**src/rtl/pds_pkg.sv**
```systemverilog
package pds_pkg;

  typedef enum logic [2:0] {
    ST_ON, ST_ISO, ST_SAVE, ST_OFF, ST_UP, ST_RESTORE, ST_REL
  } seq_state_t;

  localparam logic [1:0] STAT_OFF  = 2'b00;
  localparam logic [1:0] STAT_ON   = 2'b01;
  localparam logic [1:0] STAT_DOWN = 2'b10;
  localparam logic [1:0] STAT_UP   = 2'b11;

  typedef struct packed {
    logic       iso;
    logic       save;
    logic       restore;
    logic       sw;
    logic [1:0] status;
  } seq_out_t;

  function automatic seq_out_t decode_state(seq_state_t s);
    seq_out_t o;
    o = '{iso: 1'b1, save: 1'b0, restore: 1'b0, sw: 1'b1, status: STAT_UP};
    case (s)
      ST_ON:      begin o.iso = 1'b0; o.status = STAT_ON; end
      ST_ISO:     o.status = STAT_DOWN;
      ST_SAVE:    begin o.save = 1'b1; o.status = STAT_DOWN; end
      ST_OFF:     begin o.sw = 1'b0; o.status = STAT_OFF; end
      ST_UP:      o.status = STAT_UP;
      ST_RESTORE: o.restore = 1'b1;
      ST_REL:     o.status = STAT_UP;
      default:    o.status = STAT_UP;
    endcase
    return o;
  endfunction

endpackage

```
**src/rtl/pds_ctrl.sv**
```systemverilog
module pds_ctrl
  import pds_pkg::*;
(
  input  logic       clk,
  input  logic       rst,
  input  logic       pwr_req,
  output logic       iso_en,
  output logic       ret_save,
  output logic       ret_restore,
  output logic       sw_on,
  output logic [1:0] pwr_status
);

  seq_state_t state, state_nxt;
  seq_out_t   outs;

  always_comb begin
    state_nxt = state;
    case (state)
      ST_ON:      if (!pwr_req) state_nxt = ST_ISO;
      ST_ISO:     state_nxt = ST_SAVE;
      ST_SAVE:    state_nxt = ST_OFF;
      ST_OFF:     if (pwr_req) state_nxt = ST_UP;
      ST_UP:      state_nxt = ST_RESTORE;
      ST_RESTORE: state_nxt = ST_REL;
      ST_REL:     state_nxt = ST_ON;
      default:    state_nxt = ST_ON;
    endcase
  end

  always_ff @(posedge clk) begin
    if (rst) begin
      state <= ST_ON;
      outs  <= decode_state(ST_ON);
    end else begin
      state <= state_nxt;
      outs  <= decode_state(state_nxt);
    end
  end

  assign iso_en      = outs.iso;
  assign ret_save    = outs.save;
  assign ret_restore = outs.restore;
  assign sw_on       = outs.sw;
  assign pwr_status  = outs.status;

  // save only while isolated and supplied
  assert_save_isolated_R2: assert property (@(posedge clk) disable iff (rst)
    ret_save |-> (iso_en && sw_on));

  // supply falls only right after a save pulse
  assert_off_after_save_R2: assert property (@(posedge clk) disable iff (rst)
    $fell(sw_on) |-> $past(ret_save));

  // restore only once supply has been back for a cycle
  assert_restore_supplied_R3: assert property (@(posedge clk) disable iff (rst)
    ret_restore |-> (sw_on && $past(sw_on) && iso_en));

  // isolation released two cycles after the restore pulse
  assert_release_after_restore_R3: assert property (@(posedge clk) disable iff (rst)
    $fell(iso_en) |-> $past(ret_restore, 2));

  // any switch change is bracketed by isolation
  assert_switch_isolated_R4: assert property (@(posedge clk) disable iff (rst)
    (sw_on != $past(sw_on)) |-> (iso_en && $past(iso_en)));

  // strobes never overlap and each lasts one cycle
  assert_strobes_exclusive_R3: assert property (@(posedge clk) disable iff (rst)
    !(ret_save && ret_restore));
  assert_save_single_R2: assert property (@(posedge clk) disable iff (rst)
    ret_save |=> !ret_save);

endmodule

```
**src/rtl/pds_domain.sv**
```systemverilog
module pds_domain #(
  parameter int NREG = 4,
  parameter int W    = 8,
  localparam int AW  = (NREG > 1) ? $clog2(NREG) : 1
) (
  input  logic          clk,
  input  logic          rst,
  input  logic          sw_on,
  input  logic          ret_save,
  input  logic          ret_restore,
  input  logic          wr_ok,
  input  logic          we,
  input  logic [AW-1:0] waddr,
  input  logic [W-1:0]  wdata,
  input  logic [AW-1:0] raddr,
  output logic [W-1:0]  rword
);

  logic [W-1:0] work [NREG];
  logic [W-1:0] keep [NREG];

  for (genvar i = 0; i < NREG; i++) begin : g_reg
    always_ff @(posedge clk) begin
      if (rst) begin
        work[i] <= '0;
        keep[i] <= '0;
      end else begin
        if (ret_save) keep[i] <= work[i];
        if (!sw_on)
          work[i] <= '1;
        else if (ret_restore)
          work[i] <= keep[i];
        else if (we && wr_ok && (waddr == AW'(i)))
          work[i] <= wdata;
      end
    end
  end

  always_comb begin
    rword = '0;
    if (int'(raddr) < NREG) rword = work[raddr];
  end

  // a refused write leaves the addressed register alone
  assert_refused_write_R7: assert property (@(posedge clk) disable iff (rst)
    (we && !wr_ok && sw_on && !ret_restore) |=> (work[$past(waddr)] == $past(work[waddr])));

endmodule

```
**src/rtl/pds_iso_clamp.sv**
```systemverilog
module pds_iso_clamp #(
  parameter int W = 8
) (
  input  logic         clk,
  input  logic         rst,
  input  logic         iso_en,
  input  logic [W-1:0] din,
  output logic [W-1:0] dout
);

  always_ff @(posedge clk) begin
    if (rst)         dout <= '0;
    else if (iso_en) dout <= '0;
    else             dout <= din;
  end

  // clamped data is zero after any isolated edge
  assert_clamp_zero_R5: assert property (@(posedge clk) disable iff (rst)
    iso_en |=> (dout == '0));

endmodule

```
**src/rtl/pwr_domain_seq.sv**
```systemverilog
module pwr_domain_seq #(
  parameter int NREG = 4,
  parameter int W    = 8,
  localparam int AW  = (NREG > 1) ? $clog2(NREG) : 1
) (
  input  logic          clk,
  input  logic          rst,
  input  logic          pwr_req,
  input  logic          dom_we,
  input  logic [AW-1:0] dom_waddr,
  input  logic [W-1:0]  dom_wdata,
  input  logic [AW-1:0] dom_raddr,
  output logic [W-1:0]  dom_rdata,
  output logic          iso_en,
  output logic          ret_save,
  output logic          ret_restore,
  output logic          sw_on,
  output logic [1:0]    pwr_status
);

  logic [W-1:0] rword;
  logic         wr_ok;

  pds_ctrl u_ctrl (
    .clk         (clk),
    .rst         (rst),
    .pwr_req     (pwr_req),
    .iso_en      (iso_en),
    .ret_save    (ret_save),
    .ret_restore (ret_restore),
    .sw_on       (sw_on),
    .pwr_status  (pwr_status)
  );

  assign wr_ok = (pwr_status == pds_pkg::STAT_ON);

  pds_domain #(.NREG(NREG), .W(W)) u_dom (
    .clk         (clk),
    .rst         (rst),
    .sw_on       (sw_on),
    .ret_save    (ret_save),
    .ret_restore (ret_restore),
    .wr_ok       (wr_ok),
    .we          (dom_we),
    .waddr       (dom_waddr),
    .wdata       (dom_wdata),
    .raddr       (dom_raddr),
    .rword       (rword)
  );

  pds_iso_clamp #(.W(W)) u_clamp (
    .clk    (clk),
    .rst    (rst),
    .iso_en (iso_en),
    .din    (rword),
    .dout   (dom_rdata)
  );

  // ON status implies unclamped, supplied, no strobes
  assert_on_quiet_R1: assert property (@(posedge clk) disable iff (rst)
    (pwr_status == pds_pkg::STAT_ON) |-> (!iso_en && sw_on && !ret_save && !ret_restore));

  // from ON, the only exit is the down sequence
  assert_leave_on_down_R8: assert property (@(posedge clk) disable iff (rst)
    ($past(pwr_status) == pds_pkg::STAT_ON && pwr_status != pds_pkg::STAT_ON)
      |-> (pwr_status == pds_pkg::STAT_DOWN));

endmodule

```
**config.mk**
```make
export PLATFORM = sky130hd
export DESIGN_NAME = pwr_domain_seq
export DESIGN_NICKNAME = d
export VERILOG_FILES = /design/src/rtl/pds_pkg.sv /design/src/rtl/pds_ctrl.sv /design/src/rtl/pds_domain.sv /design/src/rtl/pds_iso_clamp.sv /design/src/rtl/pwr_domain_seq.sv
export SDC_FILE = /design/constraint.sdc
export NUM_CORES = 1
export LEC_CHECK = 0
export BUFFER_PORTS_ARGS = -buffer_cell sky130_fd_sc_hd__buf_4
export CAP_MARGIN = 20
export CORE_MARGIN = 2
export CORE_UTILIZATION = 35
export DETAILED_ROUTE_END_ITERATION = 8
export GPL_TIMING_DRIVEN = 0
export PLACE_DENSITY = 0.51
export SETUP_SLACK_MARGIN = 0.02
export SLEW_MARGIN = 20
export SYNTH_ARGS = -nofsm -noshare
export SYNTH_HDL_FRONTEND = slang
export SYNTH_SLANG_ARGS = --single-unit
export TNS_END_PERCENT = 50
```
**constraint.sdc**
```tcl
create_clock -name clk -period 2.8 [get_ports clk]
set_input_delay 0.42 -clock clk [delete_from_list [all_inputs] [get_ports clk]]
set_output_delay 0.42 -clock clk [all_outputs]
set_load 0.005 [all_outputs]
```
==> impl_metrics.csv <==
group,metric,value,unit
logic_synthesis,synth_most_common_cell,"edfxtp_1",
route,drt-pass1-iter-count,4,
logic_synthesis,synth.area.top_cells,"edfxtp_1, dfxtp_1, a21o_1, and2_1, mux4_2",
logic_synthesis,synth_top_area_cell,"edfxtp_1",
timing,skew,0.00859,ns
clocking,clk_pin_slew_worst_paths,0.08,ns
final_layout,num-fill-cells,943,
setup_path,cp.arrival,2.28,ns
route,drtIter0Drc,162,
logic_synthesis,syn_avg_cell_area,12.7,um^2
clocking,hold_buffers,0,
grt,grt_use_total,16.5,%
timing,period_share,82.0,%
logic_synthesis,ys_ff_latch,81,
timing,relSlewSlack,44.0,%
setup_path,worstPathRequired,2.78,ns
route,post-route-drc-count,0,
die,die_w,105,um
pwr,finalPower,2.81,mW
placement,gp_congestion,0.733,
grt,use_met1,23.3,%
clocking,htree_levels,3,
logic_synthesis,postSynthCellCount,283,
clocking,post-cts-setup-buffers,0,
grt,overflow,0,
grt,grt_use_met3,2.66,%
route,antenna_left,0,
setup_path,startpoint,"u_ctrl.sw_on$_SDFF_PP1_",
clocking,cts_sinks,81,
placement,place_ws,0.444,ns
status,outcome,"completed",
setup_path,criticalPathCategory,"reg -> reg",
die,coreArea,0.00986,mm^2
grt,antenna_found_initial,0,
clocking,postCtsResizedCells,0,
pwr,ir_worst_vdd,267,uV
die,io_pins,30,
timing,fin_hold_ws,0.309,ns
timing,drv_slew,0,
setup_path,r2r_start,"u_ctrl.sw_on$_SDFF_PP1_",
logic_synthesis,synthTopCellsByCount,"edfxtp_1, nand2_1, a21oi_1, a21o_1, and2_1",
placement,dp_hpwl,5760,um
logic_synthesis,yosysWarningCount,0,
timing,rsz0062_at_grt,"false",
die,die_area,0.0111,mm^2
pwr,cellPowerDensity,667,mW/mm^2
final_layout,fin_cells,458,
logic_synthesis,syn_area,0.00359,mm^2
grt,grt_pass1_wl,13500,um
final_layout,final-seq-area,0.00226,mm^2
clocking,cts_buffers,9,
timing,tightest_slew,0.840,ns
grt,grtUsageMet2,25.1,%
timing,finalSetupViolCount,0,
die,initial_core_util,36.4,%
timing,finalWorstSetupSlack,0.504,ns
timing,hold_violations,0,
timing,fin_crit,2.30,ns
setup_path,crit_path_max_fanout,9,
route,vias_per_cell,5.06,
pwr,power_leakage,1.77,nW
logic_synthesis,synth_edf_count,64,
die,die_h,105,um
final_layout,syn2layout_area_growth,17.3,%
placement,numPlacedInstances,442,
logic_synthesis,ys_types,30,
clocking,cts_tree,"yes",
final_layout,finish.utilization,42.7,%
placement,dpl_cell_area,0.00395,mm^2
setup_path,crit_path_end_kind,"flip-flop",
min_path,min_path_type,"in -> reg",
grt,top_usage_layer,"met2",
setup_path,crit_path_start_kind,"flip-flop",
min_path,min_from,"pwr_req",
clocking,root_buffer,"clkbuf_8",
logic_synthesis,ys_seq_area_share,63.1,%
die,rows,36,
timing,max_freq,0.436,GHz
route,vias,2317,
run,drv_cap,0,
final_layout,fin_nets,336,
route,routedWlPerCell,18.9,um
final_layout,final_cell_area,0.00421,mm^2
logic_synthesis,async_reset_ff_share,0,%
logic_synthesis,synth_top_area_share,53.6,%
grt,grt_max_degree,33,
logic_synthesis,synth-main-ff-cell,"edfxtp_1",
placement,io_buffer_count,26,
final_layout,num_antenna_cells,0,
logic_synthesis,syn_nets,299,
grt,first_global_vias,2323,
final_layout,drive_gt1_share,18.2,%
final_layout,multi_input_area,0.00122,mm^2
clocking,clk_latency,0.34,ns
timing,setup_tns,0,ns
clocking,cts_max_path_buffers,2,
route,wirelength,8670,um
[routing by layer]
layer  wire [um]  vias to the layer above
li1            -                     1092
met1        4140                     1149
met2        3940                       59
met3         386                       17
met4         202                        0
met5           0                        -
[path summary, 6_finish.rpt]
path	depth (start not counted)	slack (ns)	endpoint
max reg2reg	4	0.50	u_dom.work[0][0]$_DFFE_PP_
max	4	0.50	u_dom.work[0][0]$_DFFE_PP_
min reg2reg	1	0.55	u_dom.keep[1][6]$_SDFFCE_PN0P_
min	2	0.31	u_ctrl.pwr_status[0]$_SDFF_PP1_
[layout by cell type, fill, tap and decap left out, types with 4 or more instances in the layout]
cell	instances
dfxtp_1	17
edfxtp_1	64
a21oi_1	33
clkbuf_8	9
buf_2	5
bufinv_16	4
a21o_1	32
buf_4	26
nor2b_1	9
nand2_1	37
nor2_1	4
nand2b_1	5
and2_1	32
clkbuf_1	16
mux4_2	8
[logic make-up after synthesis]
kind of cell	count (synthesis)	synth area share (%)
simple gates	97	15.9
xor+xnor	1	0.244
buf+inv	24	2.89
compound gates	72	12.9
flops	81	63.1
mux	8	5.02
[final cells by class]
cell class | count | share of cell area, %
clock inverters | 6 | 3.12
clock buffers | 10 | 3.03
multi-input cells | 178 | 29.0
flip-flops and latches | 81 | 53.8
plain buffers | 23 | 2.38
inverters | 1 | 0.0892
repair buffers | 26 | 4.64
well taps | 133 | 3.95
[power by group]
part	internal [mW]	switching (mW)	leakage, nW
Combinational	0.106	0.141	0.835
Clock	0.681	0.435	0.124
Sequential	1.40	0.0443	0.809
Total	2.19	0.621	1.77
[critical path: stages, from the launching register on]
cell	delay [ns]
dfxtp_1	0.34
buf_2	0.22
nand4b_4	0.17
nor4b_4	0.65
nand2b_1	0.55
[state kept, by name, indices dropped and copies added (netlist names)]
name / flops
u_dom.keep: 32
u_dom.work: 32
u_clamp.dout: 8
u_ctrl.state: 3
u_ctrl.pwr_status: 2
u_ctrl.iso_en: 1
u_ctrl.ret_restore: 1
u_ctrl.ret_save: 1
u_ctrl.sw_on: 1
(Power assumes the default switching activity.)
